**src/rtl/pt_walker_pkg.sv**
```systemverilog
package pt_walker_pkg;
  typedef enum logic [1:0] {
    ST_IDLE = 2'd0,
    ST_DIR  = 2'd1,
    ST_PT   = 2'd2,
    ST_RESP = 2'd3
  } walk_state_e;

  localparam int unsigned ENT_BYTES_LG2 = 2;
endpackage

```
**src/rtl/pt_addr_gen.sv**
```systemverilog
module pt_addr_gen
  import pt_walker_pkg::*;
#(
  parameter int unsigned VA_W   = 32,
  parameter int unsigned PTI_W  = 9,
  parameter int unsigned OFF_W  = 11,
  parameter int unsigned PA_W   = 16,
  parameter int unsigned DATA_W = 32
) (
  input  logic [VA_W-1:0]            vaddr_i,
  input  logic [PA_W-1:0]            dir_base_i,
  input  logic [PA_W-OFF_W-1:0]      pt_ppn_i,
  input  logic [DATA_W-1:0]          entry_i,
  output logic [PA_W-1:0]            dir_addr_o,
  output logic [PA_W-1:0]            pte_addr_o,
  output logic [PA_W-OFF_W-1:0]      ent_ppn_o,
  output logic                       ent_valid_o,
  output logic [PA_W-1:0]            paddr_o
);
  localparam int unsigned DIRI_W = VA_W - PTI_W - OFF_W;
  localparam int unsigned PPN_W  = PA_W - OFF_W;

  logic [DIRI_W-1:0]               dir_idx;
  logic [PTI_W-1:0]                pt_idx;
  logic [DIRI_W+ENT_BYTES_LG2-1:0] dir_off;
  logic [PTI_W+ENT_BYTES_LG2-1:0]  pt_off;

  assign dir_idx = vaddr_i[VA_W-1 -: DIRI_W];
  assign pt_idx  = vaddr_i[OFF_W +: PTI_W];
  assign dir_off = {dir_idx, {ENT_BYTES_LG2{1'b0}}};
  assign pt_off  = {pt_idx, {ENT_BYTES_LG2{1'b0}}};

  // directory may sit anywhere; sum wraps modulo physical space
  assign dir_addr_o = dir_base_i + PA_W'(dir_off);
  // table is page aligned
  assign pte_addr_o = {pt_ppn_i, {OFF_W{1'b0}}} + PA_W'(pt_off);

  assign ent_valid_o = entry_i[0];
  assign ent_ppn_o   = entry_i[OFF_W +: PPN_W];
  assign paddr_o     = {entry_i[OFF_W +: PPN_W], vaddr_i[OFF_W-1:0]};
endmodule

```
**src/rtl/pt_walk_fsm.sv**
```systemverilog
module pt_walk_fsm
  import pt_walker_pkg::*;
#(
  parameter int unsigned VA_W   = 32,
  parameter int unsigned OFF_W  = 11,
  parameter int unsigned PA_W   = 16
) (
  input  logic                  clk_i,
  input  logic                  rst_ni,
  input  logic                  req_valid_i,
  output logic                  req_ready_o,
  input  logic [VA_W-1:0]       req_vaddr_i,
  output logic [VA_W-1:0]       vaddr_o,
  input  logic [PA_W-1:0]       dir_addr_i,
  input  logic [PA_W-1:0]       pte_addr_i,
  input  logic                  ent_valid_i,
  input  logic [PA_W-OFF_W-1:0] ent_ppn_i,
  input  logic [PA_W-1:0]       paddr_i,
  output logic [PA_W-OFF_W-1:0] pt_ppn_o,
  output logic                  mem_req_o,
  output logic [PA_W-1:0]       mem_addr_o,
  input  logic                  mem_ready_i,
  output logic                  resp_valid_o,
  output logic                  resp_fault_o,
  output logic                  resp_fault_lvl_o,
  output logic [PA_W-1:0]       resp_paddr_o
);
  localparam int unsigned PPN_W = PA_W - OFF_W;

  walk_state_e      state_q;
  logic [VA_W-1:0]  vaddr_q;
  logic [PPN_W-1:0] pt_ppn_q;
  logic             fault_q;
  logic             lvl_q;
  logic [PA_W-1:0]  paddr_q;

  always_ff @(posedge clk_i or negedge rst_ni) begin
    if (!rst_ni) begin
      state_q  <= ST_IDLE;
      vaddr_q  <= '0;
      pt_ppn_q <= '0;
      fault_q  <= 1'b0;
      lvl_q    <= 1'b0;
      paddr_q  <= '0;
    end else begin
      unique case (state_q)
        ST_IDLE: begin
          if (req_valid_i) begin
            vaddr_q <= req_vaddr_i;
            state_q <= ST_DIR;
          end
        end
        ST_DIR: begin
          if (mem_ready_i) begin
            if (!ent_valid_i) begin
              fault_q <= 1'b1;
              lvl_q   <= 1'b0;
              paddr_q <= '0;
              state_q <= ST_RESP;
            end else begin
              pt_ppn_q <= ent_ppn_i;
              state_q  <= ST_PT;
            end
          end
        end
        ST_PT: begin
          if (mem_ready_i) begin
            fault_q <= !ent_valid_i;
            lvl_q   <= !ent_valid_i;
            paddr_q <= ent_valid_i ? paddr_i : '0;
            state_q <= ST_RESP;
          end
        end
        ST_RESP: state_q <= ST_IDLE;
        default: state_q <= ST_IDLE;
      endcase
    end
  end

  assign req_ready_o      = (state_q == ST_IDLE);
  assign mem_req_o        = (state_q == ST_DIR) || (state_q == ST_PT);
  assign mem_addr_o       = (state_q == ST_PT) ? pte_addr_i : dir_addr_i;
  assign vaddr_o          = vaddr_q;
  assign pt_ppn_o         = pt_ppn_q;
  assign resp_valid_o     = (state_q == ST_RESP);
  assign resp_fault_o     = fault_q;
  assign resp_fault_lvl_o = lvl_q;
  assign resp_paddr_o     = paddr_q;

  AST_ACCEPT_STARTS_READ: assert property (@(posedge clk_i) disable iff (!rst_ni)
    req_valid_i && req_ready_o |=> !req_ready_o && mem_req_o);

  AST_ADDR_HOLD: assert property (@(posedge clk_i) disable iff (!rst_ni)
    mem_req_o && !mem_ready_i |=> mem_req_o && $stable(mem_addr_o));

  AST_DIR_FAULT: assert property (@(posedge clk_i) disable iff (!rst_ni)
    (state_q == ST_DIR) && mem_ready_i && !ent_valid_i
      |=> resp_valid_o && resp_fault_o && !resp_fault_lvl_o);

  AST_FAULT_ZERO_ADDR: assert property (@(posedge clk_i) disable iff (!rst_ni)
    resp_valid_o && resp_fault_o |-> resp_paddr_o == '0);

  AST_OFFSET_KEPT: assert property (@(posedge clk_i) disable iff (!rst_ni)
    resp_valid_o && !resp_fault_o
      |-> resp_paddr_o[OFF_W-1:0] == vaddr_q[OFF_W-1:0]);

  AST_RESP_PULSE: assert property (@(posedge clk_i) disable iff (!rst_ni)
    resp_valid_o |=> !resp_valid_o && req_ready_o);
endmodule

```
**src/rtl/pt_walker.sv**
```systemverilog
module pt_walker
  import pt_walker_pkg::*;
#(
  parameter int unsigned VA_W   = 32,
  parameter int unsigned PTI_W  = 9,
  parameter int unsigned OFF_W  = 11,
  parameter int unsigned PA_W   = 16,
  parameter int unsigned DATA_W = 32
) (
  input  logic              clk_i,
  input  logic              rst_ni,
  input  logic [PA_W-1:0]   dir_base_i,
  input  logic              req_valid_i,
  output logic              req_ready_o,
  input  logic [VA_W-1:0]   req_vaddr_i,
  output logic              resp_valid_o,
  output logic              resp_fault_o,
  output logic              resp_fault_lvl_o,
  output logic [PA_W-1:0]   resp_paddr_o,
  output logic              mem_req_o,
  output logic [PA_W-1:0]   mem_addr_o,
  input  logic              mem_ready_i,
  input  logic [DATA_W-1:0] mem_rdata_i
);
  localparam int unsigned PPN_W = PA_W - OFF_W;

  logic [VA_W-1:0]  vaddr;
  logic [PA_W-1:0]  dir_addr;
  logic [PA_W-1:0]  pte_addr;
  logic [PPN_W-1:0] pt_ppn;
  logic [PPN_W-1:0] ent_ppn;
  logic             ent_valid;
  logic [PA_W-1:0]  paddr;

  pt_addr_gen #(
    .VA_W(VA_W), .PTI_W(PTI_W), .OFF_W(OFF_W), .PA_W(PA_W), .DATA_W(DATA_W)
  ) u_addr_gen (
    .vaddr_i     (vaddr),
    .dir_base_i  (dir_base_i),
    .pt_ppn_i    (pt_ppn),
    .entry_i     (mem_rdata_i),
    .dir_addr_o  (dir_addr),
    .pte_addr_o  (pte_addr),
    .ent_ppn_o   (ent_ppn),
    .ent_valid_o (ent_valid),
    .paddr_o     (paddr)
  );

  pt_walk_fsm #(
    .VA_W(VA_W), .OFF_W(OFF_W), .PA_W(PA_W)
  ) u_fsm (
    .clk_i            (clk_i),
    .rst_ni           (rst_ni),
    .req_valid_i      (req_valid_i),
    .req_ready_o      (req_ready_o),
    .req_vaddr_i      (req_vaddr_i),
    .vaddr_o          (vaddr),
    .dir_addr_i       (dir_addr),
    .pte_addr_i       (pte_addr),
    .ent_valid_i      (ent_valid),
    .ent_ppn_i        (ent_ppn),
    .paddr_i          (paddr),
    .pt_ppn_o         (pt_ppn),
    .mem_req_o        (mem_req_o),
    .mem_addr_o       (mem_addr_o),
    .mem_ready_i      (mem_ready_i),
    .resp_valid_o     (resp_valid_o),
    .resp_fault_o     (resp_fault_o),
    .resp_fault_lvl_o (resp_fault_lvl_o),
    .resp_paddr_o     (resp_paddr_o)
  );
endmodule

```
**config.mk**
```make
export PLATFORM = sky130hd
export DESIGN_NAME = pt_walker
export DESIGN_NICKNAME = d
export VERILOG_FILES = /design/src/rtl/pt_walker_pkg.sv /design/src/rtl/pt_addr_gen.sv /design/src/rtl/pt_walk_fsm.sv /design/src/rtl/pt_walker.sv
export SDC_FILE = /design/constraint.sdc
export NUM_CORES = 1
export LEC_CHECK = 0
export ABC_AREA = 0
export BUFFER_PORTS_ARGS = -buffer_cell sky130_fd_sc_hd__buf_2
export CORE_MARGIN = 1
export CORE_UTILIZATION = 45
export DETAILED_ROUTE_END_ITERATION = 16
export GPL_TIMING_DRIVEN = 0
export PLACE_DENSITY = 0.76
export SYNTH_ARGS = -nofsm -noshare
export SYNTH_HDL_FRONTEND = slang
export SYNTH_HIERARCHICAL = 1
export SYNTH_SLANG_ARGS = --single-unit
```
**constraint.sdc**
```tcl
create_clock -name clk_i -period 2.1 [get_ports clk_i]
set_input_delay 0.105 -clock clk_i [delete_from_list [all_inputs] [get_ports clk_i]]
set_output_delay 0.105 -clock clk_i [all_outputs]
set_load 0.01 [all_outputs]
```
# Word-level counts from Yosys, hierarchy flattened
# Index checks and enable logic that the tools add are counted.
dict set report word_totals {
  register_bits 57
  latchBits 0
  ramBits 0
  rom_bits 0
  input_bits 84
  wordCells 41
  memories 0
}
dict set report op_classes {
  add_sub_neg 2
  multipliers 0
  div_mod_pow 0
  order_cmp 0
  eq_ne 7
  shift 0
  muxes 18
  n_bitwise 0
  n_reduce_logical 8
}
# op count
set op_table {}
lappend op_table {{16-bit two-way mux} 5}
lappend op_table {{16-bit case mux with 2 select lines} 1}
lappend op_table {{16-bit by 11-bit adder with 16-bit output} 1}
lappend op_table {{16-bit by 14-bit adder with 16-bit output} 1}
lappend op_table {{2-bit inequality test (second input constant)} 4}
lappend op_table {{2-bit case mux with 4 select lines} 1}
lappend op_table {{1-bit two-way mux} 6}
lappend op_table {{2-bit two-way mux} 3}
lappend op_table {{3-bit AND reduction} 2}
lappend op_table {{2-bit equality test (second input constant)} 2}
lappend op_table {{1-bit case mux with 2 select lines} 2}
lappend op_table {{4-bit AND reduction} 1}
lappend op_table {{2-bit by 1-bit equality test with 1-bit output (second input constant)} 1}
lappend op_table {{2-bit logical NOT} 1}
lappend op_table {{2-bit AND reduction} 1}
lappend op_table {{2-bit nonzero test} 1}
lappend op_table {{1-bit logical NOT} 1}
lappend op_table {{1-bit logical OR} 1}

# Depth between registers and ports, before layout
dict set report logic_depth {
  ltp_word 3
  depth_mapped 9
}

# By module
# Netlist, hierarchy kept.
# module instances cells_each area_per_inst_um2
set modules_own_cells {}
lappend modules_own_cells {pt_walk_fsm 1 162 2439.8}
lappend modules_own_cells {pt_addr_gen 1 133 960.9}

# Least setup slack after synthesis
# Ideal clock, no wire load.
dict set report synth_path {
  kind {reg2out}
  start {register u_fsm.vaddr_q[20], in the netlist u_fsm/vaddr_o[20]}
  end {output mem_addr_o[12]}
  arrival_ns 1.956
  required_time_ns 1.995
  setup_slack_ns 0.039
  stages_incl_launch_ff 10
  path_cell_list {dfrtp_1 > ha_1 > inv_1 > fa_1 > nor2b_1 > o2111ai_1 > a21boi_0 > o22ai_1 > xnor2_1 > mux2_2}
}
dict set report synth_via {
  elab_chain_len 2
}
# element line_no
set synth_rtl {}
lappend synth_rtl {{from (decl)} pt_walk_fsm.sv:31} ;# logic [VA_W-1:0] vaddr_q;
lappend synth_rtl {{from (signal assigned)} pt_walk_fsm.sv:49} ;# vaddr_q <= req_vaddr_i;
lappend synth_rtl {{16-bit by 14-bit adder with 16-bit output} pt_addr_gen.sv:34} ;# assign dir_addr_o = dir_base_i + PA_W'(dir_off);
lappend synth_rtl {{via dir_addr[12]} pt_walker.sv:28} ;# logic [PA_W-1:0] dir_addr;
lappend synth_rtl {{16-bit two-way mux} pt_walk_fsm.sv:82} ;# assign mem_addr_o = (state_q == ST_PT) ? pte_addr_i : dir_addr_i;
lappend synth_rtl {{to (decl)} pt_walker.sv:21} ;# output logic [PA_W-1:0] mem_addr_o,
# The timed path passes the listed nets, and every way through them passes these cells.

# Final worst setup path
dict set report layout_path {
  start {register u_fsm.vaddr_q[21], in the netlist u_fsm/vaddr_o[21]}
  end {output mem_addr_o[9]}
}
# The elaborated chain is that of the path after synthesis.

==> summary.md <==
For the first-iteration detailed-routing DRC count, the log shows 59. The die covers 7909 um^2. The run gives 10 as the final setup violation count. Final core area utilization: 0.6649. The tools report the count of pins over their slew limit as 0. The flop-to-flop setup slack was 0.28 ns; the number of synthesized flops with an enable pin was 0.

The finished layout cell area was 4848 um^2. Largest area contributor in the netlist: dfrtp_1. TritonCTS built the clock tree. Most instantiated flip-flop cell in the synthesis netlist: dfrtp_1.

The fraction of post-synthesis cell area in the top cell type by area is 0.4194, and the slack of the critical path is -0.4122 ns. The first global-routing pass estimated 12.45 mm of wire. For the pin count of the biggest net entering global routing, the log shows 58.

Setup repair after global routing could not meet its margin everywhere. Measured along the x axis, the die boundary spans 88.93 um. The path class of the tightest hold or removal check is in -> reg. The floorplan has 31 rows. Share of flip-flops with an asynchronous set or reset after synthesis: 1.000. The worst setup path is launched from a register. For the number of detailed-route iterations in the first pass, the log shows 4.

The height of the die is 88.93 um. By area the synthesized netlist is led by dfrtp_1 (42%), mux2_1 (9.9%), buf_4 (8.8%). The run gives 0 as the remaining routing DRC violations. The tools report the via count of the first global-routing pass as 2,771. The clock passes through at most 2 buffers. Dividing the synthesized area by the synthesized cell count gives 11.53 um^2. Setup total negative slack on the finished layout was measured at -3.405 ns. The run finished, with violations left.

In this run the remaining antenna-violating nets after routing total 0. The logs give 0 for the number of max-cap violations and 0 for the final antenna diode count. Dividing the detail-routed wire length by the instance count gives 15.11 um.

The area growth from synthesis to layout is 42.57%. Post-placement cell area: 3959 um^2. The critical path capture point type was an output port. Timing would allow up to 0.3981 GHz. The initial antenna violation count was 0; the leakage power was 2.337 nW. After legalization and detailed placement, the total HPWL measured 5.209 mm.

The most common cell in the synthesized netlist is dfrtp_1. The logs give 543 for the final cell count without fillers and 57 for the total number of clock tree sinks. Yosys printed 6 warnings.

After detailed placement, the design holds a cell count of 481. The setup path with the least slack is of type reg -> out. The highest fanout seen on the critical path was 3; the clock latency on the worst-skew pair was 0.34 ns. Global routing finished with a remaining overflow of 0.

Data on the critical path arrives at its endpoint at 2.41 ns. The global router's overall resource usage was 0.2093; the fraction of final layout cells sized beyond drive strength 1 was 0.4797. Across the VDD grid, the largest voltage drop is 0.7072 mV. The run gives 0 as the number of hold violations in the final report.

In this run, CTS created clock tree buffers numbering 9. After the last flow step, the layout net total stands at 541. The sum of routed wire length over all layers was 8.207 mm. The commonest cells after synthesis are dfrtp_1 (57), buf_4 (40), mux2_1 (30), mux2_2 (24), ha_1 (17). Share of synthesized area occupied by flip-flops and latches: 0.4194.

The synthesized netlist contains 49 unique library cells. For the total number of vias, the log shows 2,683. The logs give 0.02605 ns for the minimum hold slack and 0.5088 for the worst-case headroom to the max-slew limit. STA puts the critical path data required time at 2.00 ns. The clock arrives with 0.01003 ns of skew. The cell count after synthesis came out at 295.

After clock tree synthesis, the clock-pin slew on the worst setup and hold paths is 0.07 ns. The I/O pin count was 121; the final clock period utilization by the worst path was 1.196. The post-synth design cell area came out at 3401 um^2. The count of buffers added on input and output ports is 86. Counting flops and latches in the post-synthesis netlist gives 57.

At the end of routability-driven placement, the weighted congestion stood at 0.8256. The via density per instance came out at 4.941. The initial core utilization is 0.4664.

The final reports fail on negative setup slack. Clock tree synthesis selected as its root buffer the cell clkbuf_8. Dividing total power by cell area gives a power density of 1554 nW/um^2. The count of H-tree levels built during CTS came out at 3. The final critical delay including setup and external delays works out to 2.512 ns. The floorplan step defined a core boundary enclosing 7292 um^2. For the pin with the worst max-slew slack, the measured transition is 0.7368 ns.
[report_power, final]
group | internal, W | leakage [nW] | switching (W)
registers | 0.00164 | 0.701 | 0.000335
clock network | 0.000662 | 0.106 | 0.000471
logic | 0.00252 | 1.53 | 0.00190
total | 0.00482 | 2.34 | 0.00271
[per-layer routing]
metal  track usage  routed length (um)
met5             0                   0
met4       0.07215                 112
met3       0.05355                 416
met2        0.3818                4250
met1        0.2382                3427
[state kept, by name, indices dropped and copies added (netlist names)]
register and cells:
u_fsm/resp_paddr_o 16, u_fsm/resp_fault_o 1, u_fsm/vaddr_o 32, u_fsm/resp_fault_lvl_o 1, u_fsm/state_q 2, u_fsm/pt_ppn_o 5
[path summary, 6_finish.rpt]
check,to,cells past startpoint,start
max in group asynchronous,u_fsm/vaddr_o[10]$_DFFE_PN0P_,2,rst_ni
min in group asynchronous,u_fsm/vaddr_o[22]$_DFFE_PN0P_,2,rst_ni
max,mem_addr_o[9],9,u_fsm/vaddr_o[21]$_DFFE_PN0P_
min reg2reg,u_fsm/pt_ppn_o[4]$_DFFE_PN0P_,1,u_fsm/pt_ppn_o[4]$_DFFE_PN0P_
min,u_fsm/pt_ppn_o[2]$_DFFE_PN0P_,2,mem_rdata_i[13]
max reg2reg,u_fsm/resp_paddr_o[9]$_DFFE_PN0P_,7,u_fsm/state_q[0]$_DFFE_PN0P_
[through the flow]
step / setup WS (ns) / total power, W
floorplan: 0.03860 / 0.004528
global placement: -0.2817 / 0.005416
detailed placement: -0.3277 / 0.005536
CTS: -0.4721 / 0.007212
global route: -0.5428 / 0.008068
finish: -0.4122 / 0.007533
[critical path, stage by stage, from the launching register on]
cell      delay [ns]
dfrtp_1         0.39
ha_1            0.29
a21o_1          0.21
nand4_1         0.18
buf_4           0.15
a21boi_2        0.05
or4b_1          0.48
nand3_1         0.09
mux2_4          0.15
buf_6           0.09
[timing repair]
action | CTS | global route
hold buffers | 37 | 1
pin swaps | 16 | 10
endpoints found under the setup margin | 10 | 11
resized for setup | 27 | 24
endpoints found under the hold margin | 41 | 57
setup buffers | 8 | 2
[final cells by class]
type | count | area, um^2
Sequential cell | 57 | 1426
Clock buffer | 10 | 127.6
Inverter | 12 | 45.04
Timing Repair Buffer | 133 | 947.2
Tap cell | 99 | 123.9
Clock inverter | 6 | 82.58
Multi-Input combinational cell | 178 | 1730
Fill cell | 564 | 2444
Buffer | 48 | 365.4
[placed cells by master (no fill, tap or decap), types with 6 or more instances in the layout]
master / Yosys / routed
buf_2: 4 / 79
inv_1: 12 / 11
a22o_1: 16 / 16
clkbuf_8: 0 / 9
nor2_1: 12 / 11
xnor2_1: 6 / 6
buf_4: 40 / 49
buf_6: 4 / 15
mux2_4: 0 / 6
nand2_1: 8 / 8
dfrtp_1: 57 / 57
a21oi_2: 0 / 6
mux2_1: 30 / 30
mux2_2: 24 / 18
ha_1: 17 / 9
dlygate4sd3_1: 0 / 38
[cell families (layout without fill, tap and decap cells)]
family | after synthesis | after routing | synth area share
DFF | 57 | 57 | 0.4194
adders and majority gates | 18 | 18 | 0.06843
buffers and inverters | 61 | 209 | 0.1218
muxes | 56 | 56 | 0.1847
xor gates and xnor gates | 6 | 6 | 0.01545
and+or+nand+nor | 40 | 40 | 0.06402
AOI/OAI and AO/OA | 56 | 56 | 0.1251
other | 1 | 2 | 0.001103
Power figures use the tool's default switching activity.
